[src/rtl/brd_pkg.sv]
package brd_pkg;
  localparam int NSLV = 5;
  typedef enum logic [2:0] {
    SL_DYN  = 3'd0,
    SL_STAT = 3'd1,
    SL_EXTB = 3'd2,
    SL_BRG  = 3'd3,
    SL_ERR  = 3'd4
  } slave_e;
endpackage

[src/rtl/brd_remap_flag.sv]
module brd_remap_flag (
  input  logic clk,
  input  logic rst_n,
  input  logic clear,
  output logic flag
);
  logic flag_q, flag_nxt;

  always_comb begin
    flag_nxt = flag_q;
    if (clear) flag_nxt = 1'b0;
  end

  always_ff @(posedge clk or negedge rst_n) begin
    if (!rst_n) flag_q <= 1'b1;
    else        flag_q <= flag_nxt;
  end

  assign flag = flag_q;
endmodule

[src/rtl/brd_addr_map.sv]
module brd_addr_map
  import brd_pkg::*;
#(
  parameter int          AW      = 32,
  parameter int          WIN_W   = 26,
  parameter bit          IS_DATA = 1'b0,
  parameter logic [31:0] DYN_LO  = 32'h0000_0000,
  parameter logic [31:0] DYN_HI  = 32'h3FFF_FFFF,
  parameter logic [31:0] STAT_LO = 32'h4000_0000,
  parameter logic [31:0] STAT_HI = 32'h7FFF_FFFF,
  parameter logic [31:0] EXT_LO  = 32'h8000_0000,
  parameter logic [31:0] EXT_HI  = 32'h8FFF_FFFF,
  parameter logic [31:0] BRG_LO  = 32'h9000_0000,
  parameter logic [31:0] BRG_HI  = 32'h9FFF_FFFF
) (
  input  logic [AW-1:0] addr,
  input  logic          remap_on,
  input  logic          boot_static,
  input  logic          dyn_serves_static,
  input  logic          bridge_by_addr,
  input  logic          boot_offchip,
  output slave_e        tgt,
  output logic [AW-1:0] maddr
);
  localparam int HI_W = AW - WIN_W;
  localparam logic [AW-1:0] DLO = DYN_LO[AW-1:0];
  localparam logic [AW-1:0] DHI = DYN_HI[AW-1:0];
  localparam logic [AW-1:0] SLO = STAT_LO[AW-1:0];
  localparam logic [AW-1:0] SHI = STAT_HI[AW-1:0];
  localparam logic [AW-1:0] ELO = EXT_LO[AW-1:0];
  localparam logic [AW-1:0] EHI = EXT_HI[AW-1:0];
  localparam logic [AW-1:0] BLO = BRG_LO[AW-1:0];
  localparam logic [AW-1:0] BHI = BRG_HI[AW-1:0];

  logic   in_win;
  slave_e fixed_tgt;
  slave_e stat_path;

  assign in_win    = (addr[AW-1:WIN_W] == '0);
  assign stat_path = dyn_serves_static ? SL_DYN : SL_STAT;

  always_comb begin
    if      (addr >= DLO && addr <= DHI) fixed_tgt = SL_DYN;
    else if (addr >= SLO && addr <= SHI) fixed_tgt = stat_path;
    else if (addr >= ELO && addr <= EHI) fixed_tgt = SL_EXTB;
    else if (addr >= BLO && addr <= BHI) fixed_tgt = SL_BRG;
    else                                 fixed_tgt = SL_ERR;
  end

  always_comb begin
    tgt   = fixed_tgt;
    maddr = addr;
    if (remap_on && in_win) begin
      if (boot_offchip) begin
        maddr = {ELO[AW-1 -: HI_W], addr[WIN_W-1:0]};
        tgt   = (IS_DATA && !bridge_by_addr) ? SL_BRG : SL_EXTB;
      end else if (boot_static) begin
        maddr = {SLO[AW-1 -: HI_W], addr[WIN_W-1:0]};
        tgt   = stat_path;
      end else begin
        tgt   = SL_DYN;
      end
    end
  end
endmodule

[src/rtl/brd_sel_reg.sv]
module brd_sel_reg
  import brd_pkg::*;
#(
  parameter int AW = 32
) (
  input  logic            clk,
  input  logic            rst_n,
  input  logic            en,
  input  logic            valid,
  input  slave_e          tgt,
  input  logic [AW-1:0]   maddr_in,
  output logic [NSLV-1:0] sel,
  output logic [AW-1:0]   maddr
);
  logic [NSLV-1:0] sel_q, sel_nxt;
  logic [AW-1:0]   addr_q, addr_nxt;

  always_comb begin
    sel_nxt  = sel_q;
    addr_nxt = addr_q;
    if (en) begin
      addr_nxt = maddr_in;
      for (int k = 0; k < NSLV; k++)
        sel_nxt[k] = valid && (tgt == slave_e'(k));
    end
  end

  always_ff @(posedge clk or negedge rst_n) begin
    if (!rst_n) begin
      sel_q  <= '0;
      addr_q <= '0;
    end else begin
      sel_q  <= sel_nxt;
      addr_q <= addr_nxt;
    end
  end

  assign sel   = sel_q;
  assign maddr = addr_q;
endmodule

[src/rtl/boot_remap_decoder.sv]
module boot_remap_decoder
  import brd_pkg::*;
#(
  parameter int AW    = 32,
  parameter int WIN_W = 26
) (
  input  logic            clk,
  input  logic            rst_n,
  input  logic            hready,
  input  logic            i_valid,
  input  logic [AW-1:0]   i_addr,
  input  logic            d_valid,
  input  logic [AW-1:0]   d_addr,
  input  logic            boot_static,
  input  logic            dyn_serves_static,
  input  logic            bridge_by_addr,
  input  logic            boot_offchip,
  input  logic            remap_clear,
  output logic [NSLV-1:0] i_sel,
  output logic [NSLV-1:0] d_sel,
  output logic [AW-1:0]   i_maddr,
  output logic [AW-1:0]   d_maddr
);
  localparam int NMST = 2;

  logic [1:0] rst_pipe;
  logic       rst_n_sync;
  logic       remap_on;

  always_ff @(posedge clk or negedge rst_n) begin
    if (!rst_n) rst_pipe <= 2'b00;
    else        rst_pipe <= {rst_pipe[0], 1'b1};
  end
  assign rst_n_sync = rst_pipe[1];

  brd_remap_flag u_flag (
    .clk   (clk),
    .rst_n (rst_n_sync),
    .clear (remap_clear),
    .flag  (remap_on)
  );

  logic [AW-1:0]   m_addr  [NMST];
  logic            m_valid [NMST];
  slave_e          m_tgt   [NMST];
  logic [AW-1:0]   m_xaddr [NMST];
  logic [NSLV-1:0] m_sel   [NMST];
  logic [AW-1:0]   m_maddr [NMST];

  assign m_addr[0]  = i_addr;
  assign m_addr[1]  = d_addr;
  assign m_valid[0] = i_valid;
  assign m_valid[1] = d_valid;

  for (genvar m = 0; m < NMST; m++) begin : g_mst
    brd_addr_map #(
      .AW      (AW),
      .WIN_W   (WIN_W),
      .IS_DATA (m == 1)
    ) u_map (
      .addr              (m_addr[m]),
      .remap_on          (remap_on),
      .boot_static       (boot_static),
      .dyn_serves_static (dyn_serves_static),
      .bridge_by_addr    (bridge_by_addr),
      .boot_offchip      (boot_offchip),
      .tgt               (m_tgt[m]),
      .maddr             (m_xaddr[m])
    );

    brd_sel_reg #(.AW(AW)) u_reg (
      .clk      (clk),
      .rst_n    (rst_n_sync),
      .en       (hready),
      .valid    (m_valid[m]),
      .tgt      (m_tgt[m]),
      .maddr_in (m_xaddr[m]),
      .sel      (m_sel[m]),
      .maddr    (m_maddr[m])
    );
  end

  assign i_sel   = m_sel[0];
  assign d_sel   = m_sel[1];
  assign i_maddr = m_maddr[0];
  assign d_maddr = m_maddr[1];
endmodule

[config.mk]
export PLATFORM = sky130hd
export DESIGN_NAME = boot_remap_decoder
export DESIGN_NICKNAME = d
export VERILOG_FILES = /design/src/rtl/brd_pkg.sv /design/src/rtl/brd_remap_flag.sv /design/src/rtl/brd_addr_map.sv /design/src/rtl/brd_sel_reg.sv /design/src/rtl/boot_remap_decoder.sv
export SDC_FILE = /design/constraint.sdc
export NUM_CORES = 1
export LEC_CHECK = 0
export BUFFER_PORTS_ARGS = -buffer_cell sky130_fd_sc_hd__buf_2
export CELL_PAD_IN_SITES_DETAIL_PLACEMENT = 1
export CELL_PAD_IN_SITES_GLOBAL_PLACEMENT = 1
export CORE_UTILIZATION = 33
export CTS_BUF_LIST = sky130_fd_sc_hd__clkbuf_8
export CTS_CLUSTER_DIAMETER = 150
export DETAILED_ROUTE_END_ITERATION = 7
export GPL_ROUTABILITY_DRIVEN = 0
export PLACE_DENSITY_LB_ADDON = 0.1
export SLEW_MARGIN = 15
export SYNTH_ARGS = -nofsm -noshare
export SYNTH_HDL_FRONTEND = slang
export SYNTH_SLANG_ARGS = --single-unit
[constraint.sdc]
create_clock -name clk -period 2.3 [get_ports clk]
set_input_delay 0.23 -clock clk [delete_from_list [all_inputs] [get_ports clk]]
set_output_delay 0.23 -clock clk [all_outputs]
set_load 0.05 [all_outputs]
Word level (Yosys, flattened, before mapping):

Cells that the tools add are included.

* register bits: 77
* input port bits: 74
* output and inout port bits: 74
* logic and storage cells: 75

* magnitude comparators: 16
* eq/ne operators: 8
* muxes and demuxes: 21
* reduce and logical (&&, ||, !) cells: 24

Operator list (number)
* $mux W32: 6
* $ge A32 B32 Y1 const B: 4
* $le A32 B32 Y1 const B: 4
* $ge A32 B1 Y1 const B: 2
* $ge A32 B31 Y1 const B: 2
* $le A32 B30 Y1 const B: 2
* $le A32 B31 Y1 const B: 2
* $mux W3: 13
* $logic_and A1 B1 Y1: 20
* $eq A3 B2 Y1 const B: 4
* $logic_not A6 Y1: 2
* $eq A3 B1 Y1 const B: 2
* $eq A3 B3 Y1 const B: 2
* $logic_not A3 Y1: 2
* $mux W1: 2

Logic depth before layout (Yosys ltp):

* word-level depth: 9
* mapped depth: 5

Modules after synthesis:

From an unflattened synthesis, not the netlist that was laid out.

* cell total of the unflattened synthesis: 267
* area total of the unflattened synthesis: 3533.4 um^2

By module, submodules not included
* brd_sel_reg: times used 2, cells each 87, area an instance 1415.1 um^2, sequential area each 925.9 um^2
* brd_addr_map (g_mst[1].u_map): times used 1, cells each 45, area an instance 309.0 um^2, sequential area each 0.0 um^2
* brd_addr_map (g_mst[0].u_map): times used 1, cells each 43, area an instance 300.3 um^2, sequential area each 0.0 um^2
* boot_remap_decoder: times used 1, cells each 3, area an instance 53.8 um^2, sequential area each 50.0 um^2
* brd_remap_flag: times used 1, cells each 2, area an instance 40.0 um^2, sequential area each 26.3 um^2

Worst setup path after synthesis:

No wires, ideal clock.

* path type: register to register
* start: register u_flag.flag_q (netlist: u_flag.flag)
* end: register g_mst[1].u_reg.sel_q[0]
* library setup time: 0.120 ns
* arrival: 1.244 ns
* path slack: 0.936 ns
* cell stages (with the launch flop): 5
* clock period less this slack: 1.364 ns
* cells stage by stage: dfstp_2 nor4b_4 and3b_2 a21boi_2 a41o_1

* cells in the longest elaborated chain, start to end: 4

Ends and longest elaborated chain
* start, declared: line brd_remap_flag.sv:7 `logic flag_q, flag_nxt;`
* start signal, assigned: line brd_remap_flag.sv:16 `else flag_q <= flag_nxt;`
* $logic_and A1 B1 Y1: line brd_addr_map.sv:53 `if (remap_on && in_win) begin`
* $mux W3: line brd_addr_map.sv:53
* $logic_not A3 Y1: line brd_sel_reg.sv:24 `sel_nxt[k] = valid && (tgt == slave_e'(k));`
* $logic_and A1 B1 Y1: line brd_sel_reg.sv:24
* end signal, assigned: line brd_sel_reg.sv:33 `sel_q <= sel_nxt;`
* end, declared: line brd_sel_reg.sv:15 `logic [NSLV-1:0] sel_q, sel_nxt;`

No other way between the ends.
A chain may end at the register's enable or synchronous reset.

Worst setup path after layout:

Ends and elaborated chain as after synthesis.

==> impl_results.md <==
- Status: completed
- Vias in the first global route: 2412
- Arrival @ worst endpoint: 1690 ps
- Least-Margin Pin Slew: 523.8 ps
- Clk_skew: 7.537 ps
- WHS Path Cells: 2
- CTS tree: built
- Drt drc: 0
- CORE AREA: 8891 sq um
- DRT Wirelength: 7454 microns
- Yosys cell types: 32
- Pin count of the biggest net entering global routing: 43
- Critical register-to-register path startpoint: u_flag.flag
- Port bufs: 147
- Fin nets: 432
- Reg2Reg Capture Point: g_mst[1].u_reg.sel[0]
- DR vias: 2259
- Peak Freq: 0.6866 GHz
- Final core occ: 0.4717
- DRT antenna net count: 0
- Crit-path cells: nor4b_4 > and3b_2 > a21boi_2 > a41o_1
- Total power: 3.508 mW
- Leakage: 2.043 nW
- Rows: 34
- Root buffer selected by CTS: clkbuf_8
- Setup violators final: 0
- R2R setup slack: 840 ps
- N_diodes: 0
- Clock latency on the worst-skew pair: 340 ps
- Syn nets: 276
- Cell depth of the worst flop-to-flop path: 4
- Mean post-synth cell area: 15.25 sq um
- Register Area: 1932 sq um
- Die Footprint: 9725 sq um
- Startpoint class of the critical path: flip-flop
- RSZ-0062 raised after global routing: false
- First-pass GRT wire length: 12210 microns
- Clock Tree Buf Depth: 2
- H-tree level count: 3
- CP Capture Type: flip-flop
- Total GRT Usage: 0.1637
- Highest-count cells in the layout ignoring fill and taps: buf_2 (146), dfrtp_1 (75), mux2_2 (60), clkbuf_8 (10), a21oi_1 (9)
- Die width: 98.62 microns
- Total negative slack: 0 ps
- Hold endpoint: g_mst[0].u_reg.maddr[14]
- Drt pass-1 iters: 4
- Post-Syn Area: 3080 sq um
- Final Cycle Share: 0.6332
- Overflow after GRT: 0
- Slowest stage cell, crit path: dfstp_2
- Synthesis-to-layout area growth: 36.15%
- Synth Instances: 202
- FF+latch count, synth: 77
- Clock Sink Count: 77
- VDD IR max: 0.0003650 V
- Commonest non-fill, non-tap cell in the layout: buf_2
- Pre-CTS setup slack: 839.0 ps
- Final Slew Violations: 0
- Max-cap violation count: 0
- Final hold slack: 111.4 ps
- Slew HR: 0.6508
- CP peak stage delay: 540 ps
- Hold Path Class: input pin to flip-flop
- TritonCTS buffer count: 9
- Dpl hpwl: 5686 microns
- Setup Crit Path Kind: flip-flop to flip-flop
- Min Tclk post-route: 1456 ps
- Share of cells above drive strength 1: 0.6547
- Initial antenna violation count: 0
- Buf+Inv Stages, Crit Path: 0
- Fill cell count: 975
- YS warnings: 0
- Crit path max-delay family: flip-flops
- Die height: 98.62 microns
- Initial Util: 0.3465
- Final worst slack: 843.5 ps
- Cts repair resizes: 0
- Seq/Total Area, Yosys: 0.6259
- Final Hold Fails: 0
- Pwr Density: 836.5 nW/um^2
- Area of the multi-input gates: 1081 sq um
- Post-DR wirelength/cell: 15.86 microns
- Clock-pin slew on the worst setup and hold paths: 80 ps
- Worst Hold Launch: i_addr[14]
- Vias per cell: 4.806
- Drt first-iter violations: 39
- Num ports: 148
- Crit path max fanout: 4
- Worst EP required: 2530 ps
## cells in the mapped netlist (all sizes together)
cell	instances	share of area
conb	1	0.0012
a31oi	2	0.0041
and2b	1	0.0028
a21boi	1	0.0037
nor3b	2	0.010
o2111a	1	0.0037
nand4b	1	0.0028
nand3	2	0.0032
a32o	1	0.0032
and2	1	0.0024
nand3b	1	0.0024
inv	3	0.0037
nor4b	2	0.015
clkbuf	1	0.0045
and3b	1	0.0032
a21o	1	0.0024
dfrtp	76	0.62
a41o	2	0.0065
nor2	8	0.0097
o2bb2ai	6	0.017
a22o	1	0.0028
o2111ai	2	0.0057
dfstp	1	0.0085
a21oi	9	0.015
buf	8	0.015
a32oi	1	0.0028
nor2b	3	0.0061
mux2	60	0.22
o21ai	2	0.0032
or2	1	0.0020
## routing by layer
metal	track usage	part of all wire	routed length, microns
met1	0.2029	0.43	3174
met2	0.2600	0.48	3555
met3	0.05461	0.077	573
met4	0.07463	0.020	151
met5	0	0	0
## registers in the layout (all words and copies together) (netlist names)
signal / flops
g_mst.u_reg.maddr: 64
g_mst.u_reg.sel: 10
rst_pipe: 2
u_flag.flag: 1
## area by class of cell
cell class                      instances  share of cell area
Tap cell                              108             0.03222
Clock buffer                           10             0.03282
Timing Repair Buffer                  154              0.1957
Multi-Input combinational cell        113              0.2578
Inverter                                3            0.002685
Sequential cell                        77              0.4606
Clock inverter                          5             0.01820
## power by group
| part | switching (mW) | internal (mW) | leakage (nW) | total, mW |
|---|---|---|---|---|
| combinational | 0.608 | 0.249 | 1.02 | 0.857 |
| sequential | 0.0689 | 1.47 | 0.915 | 1.54 |
| clock | 0.478 | 0.629 | 0.110 | 1.11 |
| total | 1.16 | 2.35 | 2.04 | 3.51 |
## worst max path at each step
stage	from	end	slack (ps)	cells past startpoint
floorplan	u_flag.flag	g_mst[1].u_reg.sel[0]	940	4
global placement	u_flag.flag	g_mst[1].u_reg.sel[0]	870	4
detailed placement	u_flag.flag	g_mst[1].u_reg.sel[0]	840	4
CTS	u_flag.flag	g_mst[1].u_reg.sel[0]	840	4
global route	u_flag.flag	g_mst[0].u_reg.sel[3]	740	4
finish	u_flag.flag	g_mst[1].u_reg.sel[0]	840	4
## repair_timing
item	in CTS	in global routing
endpoints found under the hold margin	3	0
buffers inserted	0	0
hold buffers	2	0
## cells by family after synthesis
group           Yosys count  share of synthesized area
flops                    77                     0.6259
buf+inv                  12                    0.02315
simple gates             23                    0.06053
other cells               1                   0.001217
compound gates           29                    0.06986
mux                      60                     0.2193
## metrics by stage
stage	std cells	cell area [sq um]
4_1_cts	470	4194
5_1_grt	470	4194
3_5_place_dp	453	3960
3_3_place_gp	453	3960
6_report	470	4194
2_1_floorplan	202	3082
Power figures use the tool's default switching activity.
